==> src/rtl/async_rx_pkg.sv <==
package async_rx_pkg;

    localparam int DATA_W = 8;
    localparam int FLAG_W = 5;

    // flag vector bit positions, shared by flag_clr and the status register
    localparam int FL_DONE = 0;
    localparam int FL_ERR  = 1;
    localparam int FL_PAR  = 2;
    localparam int FL_FRM  = 3;
    localparam int FL_OVR  = 4;

    typedef enum logic [2:0] {
        ST_IDLE,
        ST_START,
        ST_DATA,
        ST_PAR,
        ST_STOP
    } rx_state_e;

    typedef struct packed {
        logic [DATA_W-1:0] data;
        logic              par_bit;
        logic              stop_bit;
    } rx_frame_t;

    // 1 when the data and parity bits break the selected parity rule
    function automatic logic par_mismatch(input logic [DATA_W-1:0] d,
                                          input logic p,
                                          input logic odd);
        return (^d) ^ p ^ odd;
    endfunction

endpackage

==> src/rtl/rx_sync.sv <==
module rx_sync #(
    parameter int STAGES = 2
) (
    input  logic clk,
    input  logic rst,
    input  logic din,
    output logic dout
);
    logic [STAGES-1:0] chain_q;

    genvar g;
    generate
        for (g = 0; g < STAGES; g++) begin : g_stage
            if (g == 0) begin : g_first
                always_ff @(posedge clk) begin
                    if (rst) chain_q[0] <= 1'b1;
                    else     chain_q[0] <= din;
                end
            end else begin : g_next
                always_ff @(posedge clk) begin
                    if (rst) chain_q[g] <= 1'b1;
                    else     chain_q[g] <= chain_q[g-1];
                end
            end
        end
    endgenerate

    assign dout = chain_q[STAGES-1];
endmodule

==> src/rtl/rx_frame.sv <==
module rx_frame
    import async_rx_pkg::*;
#(
    parameter int CLKS_PER_BIT = 16
) (
    input  logic      clk,
    input  logic      rst,
    input  logic      en,
    input  logic      par_en,
    input  logic      s,
    output logic      done,
    output rx_frame_t frame
);
    localparam int HALF = CLKS_PER_BIT / 2;
    localparam int CW   = $clog2(CLKS_PER_BIT);
    localparam int NW   = $clog2(DATA_W);

    rx_state_e         state_q;
    logic [CW-1:0]     cnt_q;
    logic [NW-1:0]     nbit_q;
    logic [DATA_W-1:0] sh_q;
    logic              pbit_q;
    logic              bit_end, half_end;

    assign bit_end  = (cnt_q == CW'(CLKS_PER_BIT - 1));
    assign half_end = (cnt_q == CW'(HALF - 1));

    always_ff @(posedge clk) begin
        if (rst) begin
            state_q <= ST_IDLE;
            cnt_q   <= '0;
            nbit_q  <= '0;
            sh_q    <= '0;
            pbit_q  <= 1'b0;
        end else if (!en) begin
            state_q <= ST_IDLE;
            cnt_q   <= '0;
        end else begin
            case (state_q)
                ST_IDLE: begin
                    cnt_q <= '0;
                    if (!s) state_q <= ST_START;
                end
                ST_START: begin
                    if (half_end) begin
                        cnt_q  <= '0;
                        nbit_q <= '0;
                        state_q <= s ? ST_IDLE : ST_DATA;
                    end else begin
                        cnt_q <= cnt_q + 1'b1;
                    end
                end
                ST_DATA: begin
                    if (bit_end) begin
                        cnt_q <= '0;
                        sh_q  <= {s, sh_q[DATA_W-1:1]};
                        if (nbit_q == NW'(DATA_W - 1))
                            state_q <= par_en ? ST_PAR : ST_STOP;
                        else
                            nbit_q <= nbit_q + 1'b1;
                    end else begin
                        cnt_q <= cnt_q + 1'b1;
                    end
                end
                ST_PAR: begin
                    if (bit_end) begin
                        cnt_q   <= '0;
                        pbit_q  <= s;
                        state_q <= ST_STOP;
                    end else begin
                        cnt_q <= cnt_q + 1'b1;
                    end
                end
                ST_STOP: begin
                    if (bit_end) begin
                        cnt_q   <= '0;
                        state_q <= ST_IDLE;
                    end else begin
                        cnt_q <= cnt_q + 1'b1;
                    end
                end
                default: state_q <= ST_IDLE;
            endcase
        end
    end

    assign done           = en && (state_q == ST_STOP) && bit_end;
    assign frame.data     = sh_q;
    assign frame.par_bit  = pbit_q;
    assign frame.stop_bit = s;

    // a start bit that is high again at its mid-point is dropped
    p_glitch_drop_r3: assert property (@(posedge clk) disable iff (rst)
        (en && state_q == ST_START && half_end && s) |=> (state_q == ST_IDLE));

    // disabled receiver holds its timer idle
    p_disable_idle_r10: assert property (@(posedge clk) disable iff (rst)
        !en |=> (state_q == ST_IDLE && cnt_q == '0));

    // the bit timer never runs past one bit period
    p_cnt_range_r2: assert property (@(posedge clk) disable iff (rst)
        (cnt_q <= CW'(CLKS_PER_BIT - 1)));
endmodule

==> src/rtl/rx_status.sv <==
module rx_status
    import async_rx_pkg::*;
(
    input  logic              clk,
    input  logic              rst,
    input  logic              done,
    input  rx_frame_t         frame,
    input  logic              par_en,
    input  logic              par_odd,
    input  logic              rearm,
    input  logic [FLAG_W-1:0] clr,
    output logic [DATA_W-1:0] data_q,
    output logic [FLAG_W-1:0] flags_q
);
    logic              pend_q;
    logic              ovr_hit, perr, ferr;
    logic [FLAG_W-1:0] set_v;

    always_comb begin
        ovr_hit = done && pend_q;
        perr    = done && par_en && par_mismatch(frame.data, frame.par_bit, par_odd);
        ferr    = done && !frame.stop_bit;
        set_v          = '0;
        set_v[FL_DONE] = done && !ovr_hit;
        set_v[FL_ERR]  = ovr_hit || perr || ferr;
        set_v[FL_PAR]  = perr;
        set_v[FL_FRM]  = ferr;
        set_v[FL_OVR]  = ovr_hit;
    end

    always_ff @(posedge clk) begin
        if (rst) begin
            data_q  <= '0;
            pend_q  <= 1'b0;
            flags_q <= '0;
        end else begin
            if (done) data_q <= frame.data;
            if (done)       pend_q <= 1'b1;
            else if (rearm) pend_q <= 1'b0;
            flags_q <= (flags_q & ~clr) | set_v;
        end
    end

    // each finished frame leaves the pending flag set
    p_pend_set_r7: assert property (@(posedge clk) disable iff (rst)
        done |=> pend_q);

    // overrun reports an error and never a completion
    p_ovr_no_done_r7: assert property (@(posedge clk) disable iff (rst)
        (done && pend_q && !flags_q[FL_DONE]) |=> (!flags_q[FL_DONE] && flags_q[FL_OVR] && flags_q[FL_ERR]));

    // a frame with nothing pending raises completion
    p_done_set_r4: assert property (@(posedge clk) disable iff (rst)
        (done && !pend_q) |=> flags_q[FL_DONE]);

    // low stop bit marks a framing error
    p_frm_r6: assert property (@(posedge clk) disable iff (rst)
        (done && !frame.stop_bit) |=> (flags_q[FL_FRM] && flags_q[FL_ERR]));

    // re-arm coinciding with the stop sample is still an overrun
    p_rearm_race_r8: assert property (@(posedge clk) disable iff (rst)
        (done && rearm && pend_q) |=> (flags_q[FL_OVR] && pend_q));

    // data register only moves on a completed frame
    p_data_hold_r1: assert property (@(posedge clk) disable iff (rst)
        !done |=> $stable(data_q));
endmodule

==> src/rtl/async_rx_ovr.sv <==
module async_rx_ovr
    import async_rx_pkg::*;
#(
    parameter int CLKS_PER_BIT = 16,
    parameter int SYNC_STAGES  = 2
) (
    input  logic        clk,
    input  logic        rst,
    input  logic        rx_en,
    input  logic        par_en,
    input  logic        par_odd,
    input  logic        rx_line,
    input  logic        rearm,
    input  logic [4:0]  flag_clr,
    output logic [7:0]  rx_data,
    output logic        done_flag,
    output logic        err_flag,
    output logic        par_err,
    output logic        frm_err,
    output logic        ovr_err
);
    logic              line_s;
    logic              frame_done;
    rx_frame_t         frame;
    logic [FLAG_W-1:0] flags;

    rx_sync #(.STAGES(SYNC_STAGES)) u_sync (
        .clk  (clk),
        .rst  (rst),
        .din  (rx_line),
        .dout (line_s)
    );

    rx_frame #(.CLKS_PER_BIT(CLKS_PER_BIT)) u_frame (
        .clk    (clk),
        .rst    (rst),
        .en     (rx_en),
        .par_en (par_en),
        .s      (line_s),
        .done   (frame_done),
        .frame  (frame)
    );

    rx_status u_status (
        .clk     (clk),
        .rst     (rst),
        .done    (frame_done),
        .frame   (frame),
        .par_en  (par_en),
        .par_odd (par_odd),
        .rearm   (rearm),
        .clr     (flag_clr),
        .data_q  (rx_data),
        .flags_q (flags)
    );

    assign done_flag = flags[FL_DONE];
    assign err_flag  = flags[FL_ERR];
    assign par_err   = flags[FL_PAR];
    assign frm_err   = flags[FL_FRM];
    assign ovr_err   = flags[FL_OVR];
endmodule

==> config.mk <==
export PLATFORM = sky130hd
export DESIGN_NAME = async_rx_ovr
export DESIGN_NICKNAME = d
export VERILOG_FILES = /design/src/rtl/async_rx_pkg.sv /design/src/rtl/rx_sync.sv /design/src/rtl/rx_frame.sv /design/src/rtl/rx_status.sv /design/src/rtl/async_rx_ovr.sv
export SDC_FILE = /design/constraint.sdc
export NUM_CORES = 1
export LEC_CHECK = 0
export BUFFER_PORTS_ARGS = -buffer_cell sky130_fd_sc_hd__buf_2
export CORE_ASPECT_RATIO = 2
export CORE_MARGIN = 1.5
export CORE_UTILIZATION = 45
export CTS_CLUSTER_SIZE = 10
export DETAILED_ROUTE_END_ITERATION = 10
export GPL_TIMING_DRIVEN = 0
export PLACE_DENSITY_LB_ADDON = 0.05
export RECOVER_POWER = 100
export SKIP_LAST_GASP = 1
export SYNTH_ARGS = -nofsm -noshare
export SYNTH_HDL_FRONTEND = slang
export SYNTH_SLANG_ARGS = --single-unit
==> constraint.sdc <==
create_clock -name clk -period 1.8 [get_ports clk]
set_input_delay 0.18 -clock clk [delete_from_list [all_inputs] [get_ports clk]]
set_output_delay 0.18 -clock clk [all_outputs]
set_load 0.03 [all_outputs]
---- Yosys cells after proc, flatten, opt, wreduce, memory -nomap -nowiden ----
Cells that the tools add are included.
operators by class
  add/sub/neg operators ................... 2
  eq/ne operators ......................... 14
  multiplexer cells ....................... 18
  bitwise gates (word level) .............. 6
  reductions and logical operators ........ 22
operator list
  operator                                              count
  two-way mux 3 bit                                     10
  case mux 3 bit (5 select lines)                       1
  case mux 4 bit (3 select lines)                       1
  != test 2 x 1 -> 1 bit (second input constant)        5
  two-way mux 4 bit                                     2
  parity 8 bit                                          1
  logical AND 1 bit                                     7
  equality test 3 x 2 -> 1 bit (second input constant)  2
  equality test 3 bit (second input constant)           2
  case mux 3 bit (2 select lines)                       1
  AND reduction 3 bit                                   2
  AND reduction 6 bit                                   1
  bitwise AND 5 bit                                     1
  inverter 5 bit                                        1
  OR 5 bit                                              1
  AND reduction 5 bit                                   1
  adder 4 x 1 -> 4 bit (second input constant)          1
  equality test 4 x 3 -> 1 bit (second input constant)  1
  equality test 4 bit (second input constant)           1
  != test 2 bit (second input constant)                 2
  nonzero test 2 bit                                    2
  adder 3 x 1 -> 3 bit (second input constant)          1
  equality test 3 x 1 -> 1 bit (second input constant)  1
  zero test 3 bit                                       1
  9 further kinds                                       13
storage, ports and cells
  register bits after elaboration ......... 35
  input bits .............................. 12
  output and inout bits ................... 13
  logic and storage cells ................. 72

---- Depth between registers and ports, before layout ----
  word-level depth ........................ 8
  depth in mapped cells ................... 6
  gate-level depth less buffers ........... 6

---- By module ----
A second synthesis with hierarchy kept.
second synthesis, totals
  cells, all modules ...................... 181
  area total of the unflattened synthesis .. 1,681.6 µm²
modules (own cells, without submodules)
  module     instances  cells each  area an instance (µm²)  seq. area each (µm²)
  rx_frame   1          115         1,026.0                 380.4
  rx_status  1          62          603.1                   280.3
  rx_sync    1          4           52.6                    40.0

---- Worst setup path before layout ----
OpenSTA, ideal clock, no wires.
  path type ............................... reg2reg
  from .................................... reg u_frame.nbit_q[0]
  to ...................................... reg u_frame.nbit_q[0]
  setup time .............................. 70 ps
  arrival ................................. 1,544 ps
  required time ........................... 1,730 ps
  slack ................................... 186 ps
  stages on the path, launching flop included .. 7
  path buffers ............................ 0
  clock period less this slack ............ 1,614 ps
  cell sequence ........................... dfxtp_1 -> ha_1 -> ha_1 -> and4bb_1 -> o211ai_2 -> or3b_1 -> a21oi_1
between the ends
  longest elaborated chain between the ends .. 4
  elaborated cells between the ends (all ways) .. 7
  those cells by class .................... add/sub (1); eq/ne (2); mux (3); reduce/logical (1)
RTL lines
  element                          line            text
  start: declaration               rx_frame.sv:20  logic [NW-1:0] nbit_q;
  start signal: assignment         rx_frame.sv:60  nbit_q <= nbit_q + 1'b1;
  adder 3 x 1 -> 3 bit             rx_frame.sv:60
  two-way mux 3 bit                rx_frame.sv:57  if (nbit_q == NW'(DATA_W - 1))
  two-way mux 3 bit                rx_frame.sv:54  if (bit_end) begin
  case mux 3 bit (2 select lines)  rx_frame.sv:39  case (state_q)
Several ways; a longest one is shown, not always the timed one. The select of a mux whose other input is x is not followed.
A chain may end at the register's enable or synchronous reset.

---- Worst setup path after layout ----
Ends and elaborated chain as after synthesis.

==> impl_metrics.py <==
metrics = {
    "status": {
        "outcome": "complete, no violations",
    },
    "cells_and_area": {
        "layoutNonFillerInstCount": 267,
        "finalInstanceArea_sq_mm": 0.00189,
        "synthToLayoutAreaGrowth_pct": 15.0,
        "final_cell_mix": "35 x dfxtp_1, 26 x nand2_1, 22 x a21oi_1",
        "layout_commonest_cell": "dfxtp_1",
        "fin_nets": 235,
        "n_antenna_cell": 0,
        "drive_above_1_share_pct": 12.8,
    },
    "clocking": {
        "clkLatencyLatePin_ns": 0.28,
        "cts_max_level": 2,
        "numCtsBuffers": 5,
        "ctsRootBufferMaster": "clkbuf_8",
        "cts_tree": "built",
        "path_clk_slew_ns": 0.07,
        "ctsLongestPathBuffers": 2,
        "clock-sinks": 35,
        "holdBufCountCts": 0,
    },
    "routing": {
        "num_vias": 1412,
        "wire_per_inst_um": 14.5,
        "drtAntennaViolNets": 0,
        "dr.pass1.iters": 5,
        "drcViolationCount": 0,
        "viasPerCell": 5.29,
        "drt_iter0_drc": 40,
        "drt-total-wl_um": 3880,
    },
    "global_routing": {
        "grt_pass1_wl_um": 6530,
        "grt_max_degree": 11,
        "grtUsageTotal_pct": 21.9,
        "grt_pass1_vias": 1470,
        "grt_overflow": 0,
        "antenna_found_initial": 0,
    },
    "worst_setup_path": {
        "arrival_ns": 1.93,
        "start_kind": "register",
        "rr_worst_depth": 6,
        "crit_path_end_kind": "register",
        "criticalPathCategory": "register to register",
        "cp.required_ns": 2.01,
        "rr_endpoint": "u_frame.nbit_q[0]",
        "rrSetupSlack_ns": 0.08,
        "reg2reg_from": "u_frame.nbit_q[0]",
        "path_max_fanout": 6,
    },
    "floorplan": {
        "initial_core_util_pct": 47.5,
        "dieArea_sq_mm": 0.00404,
        "chipHeight_um": 88.4,
        "rows": 30,
        "ios": 25,
        "core-area_sq_mm": 0.00345,
        "fp.dieW_um": 45.7,
    },
    "flow_run": {
        "cap_violations": 0,
    },
    "power": {
        "power_mw": 1.32,
        "p_per_area_mw_per_mm2": 703,
        "leakage_nw": 0.688,
        "ir_drop_mv": 0.747,
    },
    "placed_design": {
        "dpl_cell_area_sq_mm": 0.00182,
        "port_buffers": 24,
        "gp_congestion": 0.825,
        "dp_hpwl_um": 2990,
        "dp.cells": 261,
        "place_ws_ns": 0.0611,
    },
    "sta": {
        "min_period_ns": 1.72,
        "hold_viol": 0,
        "setup_viol": 0,
        "tns_ns": 0,
        "slew_viol_final": 0,
        "rsz0062_at_grt": "false",
        "slew-limit-headroom_pct": 66.5,
        "setup_ws_ns": 0.0801,
        "fmax_ghz": 0.581,
        "worst_pin_slew_ns": 0.503,
        "fin_skew_ns": 0.00586,
        "fin_crit_sh_pct": 95.6,
    },
    "logic_synthesis": {
        "synth.distinct_cells": 45,
        "ys_ff_latch": 35,
        "syn-cell-area_sq_mm": 0.00164,
        "ys.flop_type": "dfxtp_1",
        "ys_warn_count": 0,
        "yosys.area_share.simple_pct": 26.1,
        "syn_inst": 189,
        "synth_edf_count": 0,
        "synthAdderAreaFrac_pct": 2.29,
        "synth_fp_nets": 204,
        "synth_compound_area_share_pct": 13.7,
        "synth_xor_xnor_area_share_pct": 5.64,
        "synth.yosys.seq_area_share_pct": 42.7,
        "synth_top_family_by_area": "simple AND/OR/NAND/NOR gates",
        "async_flop_share_pct": 0,
        "synthMuxAreaShare_pct": 6.10,
        "syn_avg_cell_area_sq_um": 8.68,
    },
    "min_path": {
        "hold_end": "u_sync.chain_q[0]",
        "holdPathStages": 2,
        "hold_class": "primary input to register",
        "min_from": "rx_line",
    },
}
-- power by group --
part,internal (mW),total (mW),switching [mW]
sequential,0.777,0.779,0.00238
combinational,0.0186,0.0438,0.0251
clock,0.257,0.502,0.244
total,1.05,1.32,0.272
-- critical path: stages (launching register included) --
cell and delay (ns):
dfxtp_1 0.33, ha_1 0.21, ha_1 0.20, and4bb_1 0.26, o211ai_2 0.15, or3b_1 0.37, a21oi_1 0.13
-- metrics by stage --
stage	utilization, %	hold WS (ns)
floorplan	-	0.284
global placement	52.7	0.361
detailed placement	52.7	0.373
CTS	54.8	0.0865
global route	54.6	0.0873
finish	54.6	0.0878
-- cell usage after synthesis (2+ instances only) --
library cell   n  share of area [%]
nand2b_1       3                1.1
o221ai_1       2                1.1
nand3_1        2               0.61
clkbuf_1       4               0.92
or2_1          2               0.76
dfxtp_1       35                 43
xnor2_1        7                3.7
and2_1         3                1.1
nand2_1       26                5.9
ha_1           3                2.3
and3_1         3                1.1
or2_2          3                1.1
mux2i_1       10                6.1
nand3b_1       3                1.4
nor2_1        20                4.6
buf_2          3               0.92
a21oi_1       22                6.7
nor3b_2        2                1.5
nor2b_1        5                1.9
a31oi_1        2               0.76
inv_1          4               0.92
o21ai_0        2               0.61
-- kinds of logic after synthesis --
kind of cell             count (synthesis)
AO/OA/AOI/OAI                           37
buffers and inverters                   13
XOR/XNOR                                 9
adder cells (fa/ha/maj)                  3
multiplexers                            10
AND/OR/NAND/NOR                         82
flip-flops                              35
-- layout make-up --
type	instances	area, sq um
fill	372	1570
multi-input combinational	141	891
sequential	35	701
timing repair buffer	24	103
clock buffer	6	72.6
tap	48	60.1
buffer	9	43.8
inverter	4	15.0
-- repair_timing --
| action | CTS | global route |
|---|---|---|
| endpoints found under the setup margin | 0 | 10 |
| resized for setup | 0 | 4 |
| buffers inserted | 0 | 0 |
-- how the worst max path moves through the flow --
stage | cells after the start | startpoint | endpoint | slack (ns)
floorplan | 6 | u_frame.nbit_q[0] | u_frame.nbit_q[0] | 0.19
global placement | 6 | u_frame.nbit_q[0] | u_frame.nbit_q[0] | 0.11
detailed placement | 6 | u_frame.nbit_q[0] | u_frame.nbit_q[0] | 0.06
CTS | 6 | u_frame.nbit_q[0] | u_frame.nbit_q[0] | 0.03
global route | 6 | u_frame.nbit_q[0] | u_frame.nbit_q[0] | 0.001
finish | 6 | u_frame.nbit_q[0] | u_frame.nbit_q[0] | 0.08
-- per-layer routing --
layer	global-route usage [%]	wire length [um]	vias to the layer above
met5	0	0	-
met4	8.83	76	0
met3	4.08	112	7
met2	42.6	2280	27
met1	20.8	1420	671
li1	-	-	707
-- flip-flops by register name (all words and copies together), names as in the netlist, 3 cells and up --
signal            count
u_status.data_q       8
u_frame.cnt_q         4
u_status.flags_q      5
u_frame.state_q       3
u_frame.nbit_q        3
u_frame.sh_q          8
(Power assumes the default switching activity.)
